[src/rtl/audio_tx_pkg.sv]
package audio_tx_pkg;

  localparam int BUS_W    = 32;
  localparam int NARROW_W = 16;
  localparam int TRIG_W   = 6;
  localparam int CLR_W    = 2;

  // register byte offsets
  localparam int OFS_CTRL = 'h04;
  localparam int OFS_STAT = 'h08;
  localparam int OFS_DATA = 'h0C;

  // control bit positions
  localparam int CB_FLUSH   = 0;
  localparam int CB_REQEN   = 4;
  localparam int CB_WIDE    = 5;
  localparam int CB_MONO    = 6;
  localparam int CB_TRIG_LO = 8;
  localparam int CB_CLR_LO  = 21;
  localparam int CB_PAD     = 24;
  localparam int CB_HOLD    = 26;

  // status bit positions
  localparam int SB_UNDER = 8;
  localparam int SB_OVER  = 9;

  typedef struct packed {
    logic              holdLast;
    logic              padRepeat;
    logic [CLR_W-1:0]  clrCnt;
    logic [TRIG_W-1:0] trigLevel;
    logic              monoEn;
    logic              wide;
    logic              reqEn;
  } ctrlFields_t;

  typedef struct packed {
    logic flush;
    logic push;
    logic popMono;
    logic popStereo;
    logic starveZero;
  } fifoStrobes_t;

endpackage

[src/rtl/audio_tx_ctrl.sv]
module audio_tx_ctrl
  import audio_tx_pkg::*;
#(
  parameter int DEPTH    = 64,
  parameter int SAMPLE_W = 24,
  parameter int ADDR_W   = 6,
  parameter int CNT_W    = $clog2(DEPTH) + 1
) (
  input  logic                clk,
  input  logic                rstN,
  input  logic [ADDR_W-1:0]   busAddr,
  input  logic                busWrEn,
  input  logic [BUS_W-1:0]    busWrData,
  input  logic                dacStrobe,
  input  logic [CNT_W-1:0]    fillCount,
  output ctrlFields_t         ctrlQ,
  output fifoStrobes_t        strb,
  output logic [SAMPLE_W-1:0] pushSample,
  output logic [BUS_W-1:0]    busRdData,
  output logic                dmaReq
);

  localparam int PAD_W = SAMPLE_W - NARROW_W;
  localparam logic [CNT_W-1:0] DEPTH_C = CNT_W'(DEPTH);

  logic selCtrl, selStat, selData;
  logic wrCtrl, wrStat, wrData;
  logic flushNow, full, enough, starve;
  logic [CNT_W-1:0] availCount, freeCount, clrThr;
  logic underFlag, overFlag;
  logic [NARROW_W-1:0] narrow;

  assign selCtrl = busAddr == ADDR_W'(OFS_CTRL);
  assign selStat = busAddr == ADDR_W'(OFS_STAT);
  assign selData = busAddr == ADDR_W'(OFS_DATA);
  assign wrCtrl  = busWrEn && selCtrl;
  assign wrStat  = busWrEn && selStat;
  assign wrData  = busWrEn && selData;

  assign flushNow   = wrCtrl && busWrData[CB_FLUSH];
  assign availCount = flushNow ? '0 : fillCount;
  assign full       = fillCount == DEPTH_C;
  assign enough     = ctrlQ.monoEn ? (availCount != '0) : (availCount >= CNT_W'(2));
  assign starve     = dacStrobe && !enough;

  // sample widening: 24-bit container or 16-bit with selectable fill
  assign narrow = busWrData[NARROW_W-1:0];
  generate
    if (PAD_W > 0) begin : g_widen
      always_comb begin
        if (ctrlQ.wide)           pushSample = busWrData[BUS_W-1 -: SAMPLE_W];
        else if (ctrlQ.padRepeat) pushSample = {narrow, narrow[NARROW_W-1 -: PAD_W]};
        else                      pushSample = {narrow, {PAD_W{1'b0}}};
      end
    end else begin : g_plain
      assign pushSample = ctrlQ.wide ? busWrData[BUS_W-1 -: SAMPLE_W]
                                     : narrow[NARROW_W-1 -: SAMPLE_W];
    end
  endgenerate

  // strobes toward the datapath
  assign strb.flush      = flushNow;
  assign strb.push       = wrData && !full;
  assign strb.popMono    = dacStrobe && enough && ctrlQ.monoEn;
  assign strb.popStereo  = dacStrobe && enough && !ctrlQ.monoEn;
  assign strb.starveZero = starve && !ctrlQ.holdLast;

  always_ff @(posedge clk or negedge rstN) begin
    if (!rstN) begin
      ctrlQ <= '0;
    end else if (wrCtrl) begin
      ctrlQ.reqEn     <= busWrData[CB_REQEN];
      ctrlQ.wide      <= busWrData[CB_WIDE];
      ctrlQ.monoEn    <= busWrData[CB_MONO];
      ctrlQ.trigLevel <= busWrData[CB_TRIG_LO +: TRIG_W];
      ctrlQ.clrCnt    <= busWrData[CB_CLR_LO +: CLR_W];
      ctrlQ.padRepeat <= busWrData[CB_PAD];
      ctrlQ.holdLast  <= busWrData[CB_HOLD];
    end
  end

  // sticky flags: a new event wins over a clear in the same cycle
  always_ff @(posedge clk or negedge rstN) begin
    if (!rstN) begin
      underFlag <= 1'b0;
      overFlag  <= 1'b0;
    end else begin
      if (starve)                              underFlag <= 1'b1;
      else if (wrStat && busWrData[SB_UNDER])  underFlag <= 1'b0;
      if (wrData && full)                      overFlag  <= 1'b1;
      else if (wrStat && busWrData[SB_OVER])   overFlag  <= 1'b0;
    end
  end

  // request with hysteresis: clear threshold dominates
  assign freeCount = DEPTH_C - fillCount;
  assign clrThr    = CNT_W'(2) << ctrlQ.clrCnt;

  always_ff @(posedge clk or negedge rstN) begin
    if (!rstN)                                        dmaReq <= 1'b0;
    else if (!ctrlQ.reqEn)                            dmaReq <= 1'b0;
    else if (freeCount < clrThr)                      dmaReq <= 1'b0;
    else if (freeCount >= CNT_W'(ctrlQ.trigLevel))    dmaReq <= 1'b1;
  end

  always_comb begin
    busRdData = '0;
    if (selCtrl) begin
      busRdData[CB_REQEN]               = ctrlQ.reqEn;
      busRdData[CB_WIDE]                = ctrlQ.wide;
      busRdData[CB_MONO]                = ctrlQ.monoEn;
      busRdData[CB_TRIG_LO +: TRIG_W]   = ctrlQ.trigLevel;
      busRdData[CB_CLR_LO +: CLR_W]     = ctrlQ.clrCnt;
      busRdData[CB_PAD]                 = ctrlQ.padRepeat;
      busRdData[CB_HOLD]                = ctrlQ.holdLast;
    end else if (selStat) begin
      busRdData[CNT_W-1:0] = freeCount;
      busRdData[SB_UNDER]  = underFlag;
      busRdData[SB_OVER]   = overFlag;
    end
  end

endmodule

[src/rtl/audio_tx_datapath.sv]
module audio_tx_datapath
  import audio_tx_pkg::*;
#(
  parameter int DEPTH    = 64,
  parameter int SAMPLE_W = 24,
  parameter int CNT_W    = $clog2(DEPTH) + 1
) (
  input  logic                clk,
  input  logic                rstN,
  input  fifoStrobes_t        strb,
  input  logic [SAMPLE_W-1:0] pushSample,
  output logic [CNT_W-1:0]    fillCount,
  output logic [SAMPLE_W-1:0] dacLeft,
  output logic [SAMPLE_W-1:0] dacRight
);

  localparam int AW = $clog2(DEPTH);

  logic [SAMPLE_W-1:0] mem [DEPTH];
  logic [AW-1:0]       wrPtr, rdPtr, rdNext;
  logic [CNT_W-1:0]    popAmt;

  assign rdNext = rdPtr + AW'(1);
  assign popAmt = strb.popStereo ? CNT_W'(2) : (strb.popMono ? CNT_W'(1) : '0);

  always_ff @(posedge clk) begin
    if (strb.push) mem[wrPtr] <= pushSample;
  end

  always_ff @(posedge clk or negedge rstN) begin
    if (!rstN) begin
      wrPtr     <= '0;
      rdPtr     <= '0;
      fillCount <= '0;
    end else if (strb.flush) begin
      wrPtr     <= '0;
      rdPtr     <= '0;
      fillCount <= '0;
    end else begin
      wrPtr     <= wrPtr + AW'(strb.push);
      rdPtr     <= rdPtr + popAmt[AW-1:0];
      fillCount <= fillCount + CNT_W'(strb.push) - popAmt;
    end
  end

  always_ff @(posedge clk or negedge rstN) begin
    if (!rstN) begin
      dacLeft  <= '0;
      dacRight <= '0;
    end else if (strb.popStereo) begin
      dacLeft  <= mem[rdPtr];
      dacRight <= mem[rdNext];
    end else if (strb.popMono) begin
      dacLeft  <= mem[rdPtr];
      dacRight <= mem[rdPtr];
    end else if (strb.starveZero) begin
      dacLeft  <= '0;
      dacRight <= '0;
    end
  end

endmodule

[src/rtl/audio_tx_fifo.sv]
module audio_tx_fifo
  import audio_tx_pkg::*;
#(
  parameter int DEPTH    = 64,
  parameter int SAMPLE_W = 24,
  parameter int ADDR_W   = 6
) (
  input  logic                clk,
  input  logic                rstN,
  input  logic [ADDR_W-1:0]   busAddr,
  input  logic                busWrEn,
  input  logic [31:0]         busWrData,
  output logic [31:0]         busRdData,
  input  logic                dacStrobe,
  output logic [SAMPLE_W-1:0] dacLeft,
  output logic [SAMPLE_W-1:0] dacRight,
  output logic                dmaReq
);

  localparam int CNT_W = $clog2(DEPTH) + 1;

  ctrlFields_t         ctrlQ;
  fifoStrobes_t        strb;
  logic [SAMPLE_W-1:0] pushSample;
  logic [CNT_W-1:0]    fillCount;

  audio_tx_ctrl #(
    .DEPTH(DEPTH), .SAMPLE_W(SAMPLE_W), .ADDR_W(ADDR_W), .CNT_W(CNT_W)
  ) u_ctrl (
    .clk(clk), .rstN(rstN), .busAddr(busAddr), .busWrEn(busWrEn),
    .busWrData(busWrData), .dacStrobe(dacStrobe), .fillCount(fillCount),
    .ctrlQ(ctrlQ), .strb(strb), .pushSample(pushSample),
    .busRdData(busRdData), .dmaReq(dmaReq)
  );

  audio_tx_datapath #(
    .DEPTH(DEPTH), .SAMPLE_W(SAMPLE_W), .CNT_W(CNT_W)
  ) u_data (
    .clk(clk), .rstN(rstN), .strb(strb), .pushSample(pushSample),
    .fillCount(fillCount), .dacLeft(dacLeft), .dacRight(dacRight)
  );

endmodule

[config.mk]
export PLATFORM = sky130hd
export DESIGN_NAME = audio_tx_fifo
export DESIGN_NICKNAME = d
export VERILOG_FILES = /design/src/rtl/audio_tx_pkg.sv /design/src/rtl/audio_tx_ctrl.sv /design/src/rtl/audio_tx_datapath.sv /design/src/rtl/audio_tx_fifo.sv
export SDC_FILE = /design/constraint.sdc
export NUM_CORES = 2
export LEC_CHECK = 0
export BUFFER_PORTS_ARGS = -buffer_cell sky130_fd_sc_hd__buf_2
export CORE_AREA = 4 4 381 383
export DETAILED_ROUTE_END_ITERATION = 12
export DIE_AREA = 0 0 385 387
export PLACE_DENSITY = 0.73
export RECOVER_POWER = 25
export REMOVE_ABC_BUFFERS = 1
export SLEW_MARGIN = 15
export SYNTH_ARGS = -nofsm -noshare
export SYNTH_HDL_FRONTEND = slang
export SYNTH_SLANG_ARGS = --single-unit
[constraint.sdc]
create_clock -name clk -period 3.8 [get_ports clk]
set_clock_uncertainty 0.1 [all_clocks]
set_input_delay 0 -clock clk [delete_from_list [all_inputs] [get_ports clk]]
set_output_delay 0 -clock clk [all_outputs]
set_load 0.02 [all_outputs]
**Word-level counts from Yosys, hierarchy flattened**

Memories as Yosys holds them, arrays and structs flattened.
Index checks and enable logic that the tools add are counted.

- Add/subtract/negate cells: 6
- Order comparisons: 3
- Equality and inequality tests: 5
- Shifts and indexed selects: 1
- Multiplexer cells: 31
- Reduce and logical (&&, ||, !) cells: 21

Operators with widths:

| cell | count |
|---|---|
| $mux 24 | 5 |
| $mux 7 | 4 |
| $logic_and 1x1->1 | 13 |
| $mux 1 | 13 |
| $eq 6x4->1 const B | 2 |
| $mux 6 | 2 |
| $mux 4 | 2 |
| $mux 8 | 1 |
| $add 7x1->7 | 1 |
| $eq 7x7->1 const B | 1 |
| $ge 7x2->1 const B | 1 |
| $ge 7x6->1 | 1 |
| $lt 7x7->1 | 1 |
| $reduce_bool 7->1 | 1 |
| $shl 2x2->7 const A | 1 |
| $sub 7x7->7 | 1 |
| $sub 7x7->7 const A | 1 |
| $add 6x1->6 | 1 |
| $add 6x1->6 const B | 1 |
| $add 6x6->6 | 1 |
| $eq 6x3->1 const B | 1 |
| $mux 2 | 3 |
| $logic_not 1->1 | 4 |
| $reduce_bool 2->1 | 2 |
| other kinds (3) | 3 |

- Bits in registers: 83
- RAM bits: 1,536
- Input port bits: 42
- Output and inout port bits: 81
- Memories: 1

Memories:

| memory | words | bits a word | rd ports | clocked after Yosys merged registers in | wr ports | RTL line | text |
|---|---|---|---|---|---|---|---|
| u_data.mem | 64 | 24 | 2 | 0 | 1 | audio_tx_datapath.sv:19 | `logic [SAMPLE_W-1:0] mem [DEPTH];` |

**Depth between registers and ports, before layout**

- Word-level depth: 12
- Gate-level depth with buffers: 18

**Modules after synthesis**

A second synthesis with hierarchy kept.

- Cells, all modules: 3,901
- Area, all modules: 76,318.2 sq um

By module, submodules not included:

| module | instances | cells an instance | area each (sq um) | sequential area each (sq um) |
|---|---|---|---|---|
| audio_tx_datapath | 1 | 3,727 | 74,664.1 | 47,800.8 |
| audio_tx_ctrl | 1 | 174 | 1,654.1 | 400.4 |

**Least setup slack after synthesis**

No wires, ideal clock.

- Path type: register to register
- Start: reg u_data.fillCount[6]
- End: reg u_data.fillCount[6]
- Data arrival time: 3,416 ps
- Path slack: 148 ps
- Stages on the path, launching flop included: 18
- Path buffers: 0
- Period minus slack after synthesis: 3,652 ps
- Cell sequence: dfrtp_1 or4_1 a2111oi_4 nor3_2 nand2_1 inv_1 ha_1 inv_1 ha_1 inv_1 fa_1 nand2b_1 a21oi_1 nor2_1 or2_2 a21oi_1 or3_1 a21oi_1

- Cells in the longest elaborated chain, start to end: 9
- Elaborated cells between the ends (all ways): 15
- Classes of those cells: add/sub: 2; order compare: 1; eq/ne: 1; mux: 5; reduce/logical: 6

RTL lines:

| item | RTL line | text |
|---|---|---|
| start, declared | audio_tx_datapath.sv:12 | `output logic [CNT_W-1:0] fillCount,` |
| start signal, assigned | audio_tx_datapath.sv:42 | `fillCount <= fillCount + CNT_W'(strb.push) - popAmt;` |
| $mux 7 | audio_tx_ctrl.sv:41 | `assign availCount = flushNow ? '0 : fillCount;` |
| $ge 7x2->1 / $reduce_bool 7->1 (equally long branches) | audio_tx_ctrl.sv:43 | `assign enough = ctrlQ.monoEn ? (availCount != '0) : (availCount >= CNT_W'(2));` |
| $mux 1 | audio_tx_ctrl.sv:43 |  |
| $logic_and 1x1->1 | audio_tx_ctrl.sv:64, audio_tx_ctrl.sv:65 |  |
| $logic_and 1x1->1 | audio_tx_ctrl.sv:64 | `assign strb.popMono = dacStrobe && enough && ctrlQ.monoEn;` |
| $mux 1 | audio_tx_datapath.sv:24 | `assign popAmt = strb.popStereo ? CNT_W'(2) : (strb.popMono ? CNT_W'(1) : '0);` |
| $mux 7 | audio_tx_datapath.sv:24 |  |
| $sub 7x7->7 * | audio_tx_datapath.sv:42 |  |
| $mux 7 * | audio_tx_datapath.sv:35 | `end else if (strb.flush) begin` |

Every way passes the cells marked *; elsewhere a longest branch is shown, timed or not.
A chain may end at the register's enable or synchronous reset.

**Worst setup path in the final report**

- Start: in busWrEn
- End: reg u_data.dacRight[15]

- Cells in the longest elaborated chain, start to end: 9
- Elaborated cells between the ends (all ways): 15
- Classes of those cells: order compare: 1; mux: 4; reduce/logical: 10

RTL lines:

| item | RTL line | text |
|---|---|---|
| start, declared | audio_tx_fifo.sv:11 | `input logic busWrEn,` |
| $logic_and 1x1->1 * | audio_tx_ctrl.sv:36 | `assign wrCtrl = busWrEn && selCtrl;` |
| $logic_and 1x1->1 * | audio_tx_ctrl.sv:40 | `assign flushNow = wrCtrl && busWrData[CB_FLUSH];` |
| $mux 7 * | audio_tx_ctrl.sv:41 |  |
| $ge 7x2->1 / $reduce_bool 7->1 (equally long branches) | audio_tx_ctrl.sv:43 |  |
| $mux 1 * | audio_tx_ctrl.sv:43 |  |
| $logic_and 1x1->1 / $logic_not 1->1 (equally long branches) | audio_tx_ctrl.sv:64, audio_tx_ctrl.sv:65, audio_tx_ctrl.sv:44 |  |
| $logic_and 1x1->1 (on tied branches) | audio_tx_ctrl.sv:64, audio_tx_ctrl.sv:44 |  |
| $mux 24 / $logic_and 1x1->1 (equally long branches) | audio_tx_datapath.sv:53, audio_tx_ctrl.sv:66 |  |
| $mux 24 / $reduce_bool 3->1 (equally long branches) | -- |  |
| end signal, assigned | audio_tx_datapath.sv:52 | `dacRight <= mem[rdNext];` |
| end signal, assigned | audio_tx_datapath.sv:55 | `dacRight <= mem[rdPtr];` |
| end, declared | audio_tx_datapath.sv:14 | `output logic [SAMPLE_W-1:0] dacRight` |

Marks and branches as above.

==> flow_summary_export.csv <==
group,metric,value,unit
status,status,"finished with violations",
status,violations,"capacitance limit, slew limit",
power,ir_worst_vdd,0.000986,V
critical_path,crit_type,"in -> reg",
routing,ant_nets,0,
routing,totalWireLength,221000,um
timing,hold_viol,0,
finish,ff_latch_area,0.0482,mm^2
global_route,grt-ovfl-total,0,
synthesis,ys_seq_elements,1619,
synthesis,synth_edf_count,1536,
synthesis,synthArstFlopShare,5.13,%
floorplan,coreArea,0.141,mm^2
power,power,71300,uW
timing,final-max-slew-violation-count,327,
global_route,antenna_found_initial,0,
synthesis,synthFlopType,"edfxtp_1",
cts,clk_latency,0.79,ns
timing,setup_viol_count_final,0,
routing,routed_via_density,7.06,
placed_design,dp_cells,6178,
cts,clock_sinks,1619,
timing,finalCriticalPeriod,3.70,ns
global_route,grt_first_pass_wirelength,319000,um
hold_path,hold_end,"u_data.dacRight[1]",
placed_design,dp_hpwl,136000,um
finish,multi_input_area,0.0268,mm^2
timing,finalCritPeriodShare,97.4,%
finish,stdcell_count,6544,
critical_path,timing.rr.end,"u_data.mem[17][20]",
power,power_density,817,mW/mm^2
finish,syn2layout_area_growth,14.5,%
floorplan,start_util,53.9,%
critical_path,critPathCaptureType,"flop",
routing,drt_iter0_markers,6634,
routing,dr.pass1.iters,6,
floorplan,die_h,387,um
floorplan,ioPinCount,123,
critical_path,r2r_setup_slack,0.14,ns
global_route,grt_max_degree,102,
cts,cts_inserted_buffers,166,
cts,cts.htree.levels,4,
synthesis,synthTopCellsByArea,"edfxtp_1 (60%), mux4_2 (19%), mux2i_1 (4.6%), dfrtp_1 (2.7%), mux2_2 (1.2%)",
synthesis,syn_inst,4217,
critical_path,required,4.35,ns
critical_path,cp_max_fo,36,
global_route,track_usage,29.6,%
critical_path,reg2reg_depth,3,
synthesis,synth_top_area_share,60.5,%
routing,wl_per_cell,33.7,um
cts,root_buffer,"clkbuf_16",
floorplan,die_x,385,um
synthesis,synth_area_leader_cell,"edfxtp_1",
hold_path,whs_path_depth,7,
floorplan,dieArea,0.149,mm^2
floorplan,std_cell_rows,138,
cts,cts_tree,"done",
cts,clk_pin_slew,0.06,ns
hold_path,min_from,"busAddr[5]",
timing,relSlewSlack,-43.9,%
timing,postLayoutSetupSlackWorst,0.0995,ns
routing,vias,46200,
synthesis,synth_area_per_cell,18.1,um^2
finish,nFillCells,9734,
cts,clock_path_buffers,3,
timing,grt_setup_unrepaired,"false",
flow_run,cap_violations,6,
placed_design,pre_cts_ws,0.152,ns
power,leakage,0.0287,uW
synthesis,yosysSeqAreaShare,63.2,%
critical_path,cp.arrival,4.25,ns
synthesis,ys.warnings.count,0,
critical_path,rr_startpoint,"u_ctrl.ctrlQ[1]",
global_route,grt_pass1_vias,46500,
finish,final_util,61.7,%
timing,max_freq,270,MHz
routing,drc,0,
synthesis,ys_types,71,
placed_design,place.gp.congestion,0.933,
synthesis,synth.cell_area,0.0762,mm^2
finish,fin_nets,4589,
critical_path,startpoint_type,"primary input",
finish,drive_gt1_share,30.5,%
placed_design,io_buffers,107,
timing,tightest_slew,2.16,ns
hold_path,hold_path.class,"in -> reg",
[registers in the layout, indices dropped and copies added (netlist names)]
register          count
u_data.mem         1536
u_data.dacLeft       24
u_data.dacRight      24
u_ctrl.ctrlQ         13
u_data.fillCount      7
u_data.rdPtr          6
u_data.wrPtr          6
u_ctrl.dmaReq         1
u_ctrl.overFlag       1
u_ctrl.underFlag      1
[where the power goes]
group / internal [uW] / leakage, uW / switching, uW
sequential: 20300 / 0.0149 / 707
clock: 9230 / 0.00258 / 6830
combinational: 15300 / 0.0112 / 18900
total: 44800 / 0.0287 / 26500
[final cells by class]
cell class / instances / area share, %
antenna: 2 / 0.00573
clock buffer: 206 / 5.04
clock inverter: 97 / 1.05
inverter: 23 / 0.102
multi-input combinational: 2243 / 30.7
sequential: 1619 / 55.2
tap: 1890 / 2.71
timing repair buffer: 464 / 5.14
[per-layer routing]
metal | wire, um | share of wire [%] | track usage, %
met4 | 10700 | 4.8 | 12.8
met2 | 104000 | 47 | 45.5
met5 | 0 | 0 | 0
met1 | 80100 | 36 | 40.8
met3 | 26100 | 12 | 7.01
[cells in the mapped netlist, types with 51 or more instances]
library cell     n
o21ai_0         71
edfxtp_1      1536
nor2_1         144
buf_4           70
nand2_1        163
a21oi_1         82
a211oi_1        59
and2_1          51
buf_2          135
dfrtp_1         83
o22ai_1         94
clkbuf_1       105
mux2i_1        347
mux2_2          84
mux4_2         647
[cell families (layout without fill, tap and decap cells)]
group | after synthesis | count (layout) | share of synthesized area [%]
adder cells (fa/ha/maj) | 30 | 30 | 0.512
AO/OA/AOI/OAI | 576 | 576 | 5.37
other | 1 | 17 | 0.00492
XOR/XNOR | 22 | 22 | 0.263
buffers and inverters | 369 | 790 | 2.44
flip-flops | 1619 | 1619 | 63.2
multiplexers | 1078 | 1078 | 24.9
AND/OR/NAND/NOR | 522 | 522 | 3.29
[worst max path at each step]
stage | from | endpoint | slack [ns] | cells after the start
after floorplan | u_data.rdPtr[0] | u_data.dacLeft[22] | -29.77 | 7
after global placement | u_data.fillCount[6] | u_data.fillCount[6] | 0.09 | 17
after detailed placement | u_data.fillCount[6] | u_data.fillCount[6] | 0.15 | 17
after CTS | busWrEn | u_data.fillCount[6] | 0.02 | 19
after global routing | busWrEn | u_data.dacRight[7] | 0.004 | 12
final | busWrEn | u_data.dacRight[15] | 0.1 | 12
[worst max-delay path, stage by stage]
cell	delay, ns
dlygate4sd3_1	0.55
buf_2	0.16
nand2_1	0.06
dlygate4sd3_1	0.60
nor3_4	0.07
dlygate4sd3_1	0.59
buf_4	0.24
or2_2	0.36
nand2_1	0.09
nand2_2	0.50
a221oi_1	0.51
or4b_1	0.46
[layout by cell type, fill, tap and decap left out, types with 26 or more instances in the layout]
cell type,Yosys,final
a22oi_1,27,27
edfxtp_1,1536,1536
clkinv_2,0,26
buf_2,135,51
nor2_4,0,56
nor3_1,39,39
a211oi_1,59,59
clkinv_1,0,35
nand2_1,163,161
nor2b_1,37,30
dlygate4sd3_1,0,59
buf_4,70,192
a21oi_1,82,80
and2_1,51,51
mux2_2,84,75
dfrtp_1,83,78
nor2_1,144,79
o21ai_0,71,70
clkbuf_1,105,93
mux4_2,647,647
mux2i_1,347,347
a311oi_1,38,38
o22ai_1,94,94
ha_1,28,26
clkbuf_16,0,169
buf_12,0,97
o211ai_1,37,37
a221oi_1,49,49
[through the flow]
stage	TNS (ns)	area, um^2	hold WS [ns]
global route	0	87300	0.107
detailed placement	0	81500	0.0531
CTS	0	87300	0.0371
finish	0	87300	0.0728
floorplan	-1495.36	74500	-0.396
global placement	0	81500	0.0465
[timing repair]
action	CTS	global route
hold endpoints to repair	653	74
hold buffers	53	8
setup endpoints to repair	0	6
resized for setup	0	8
buffers inserted	0	1
(Power assumes the default switching activity.)
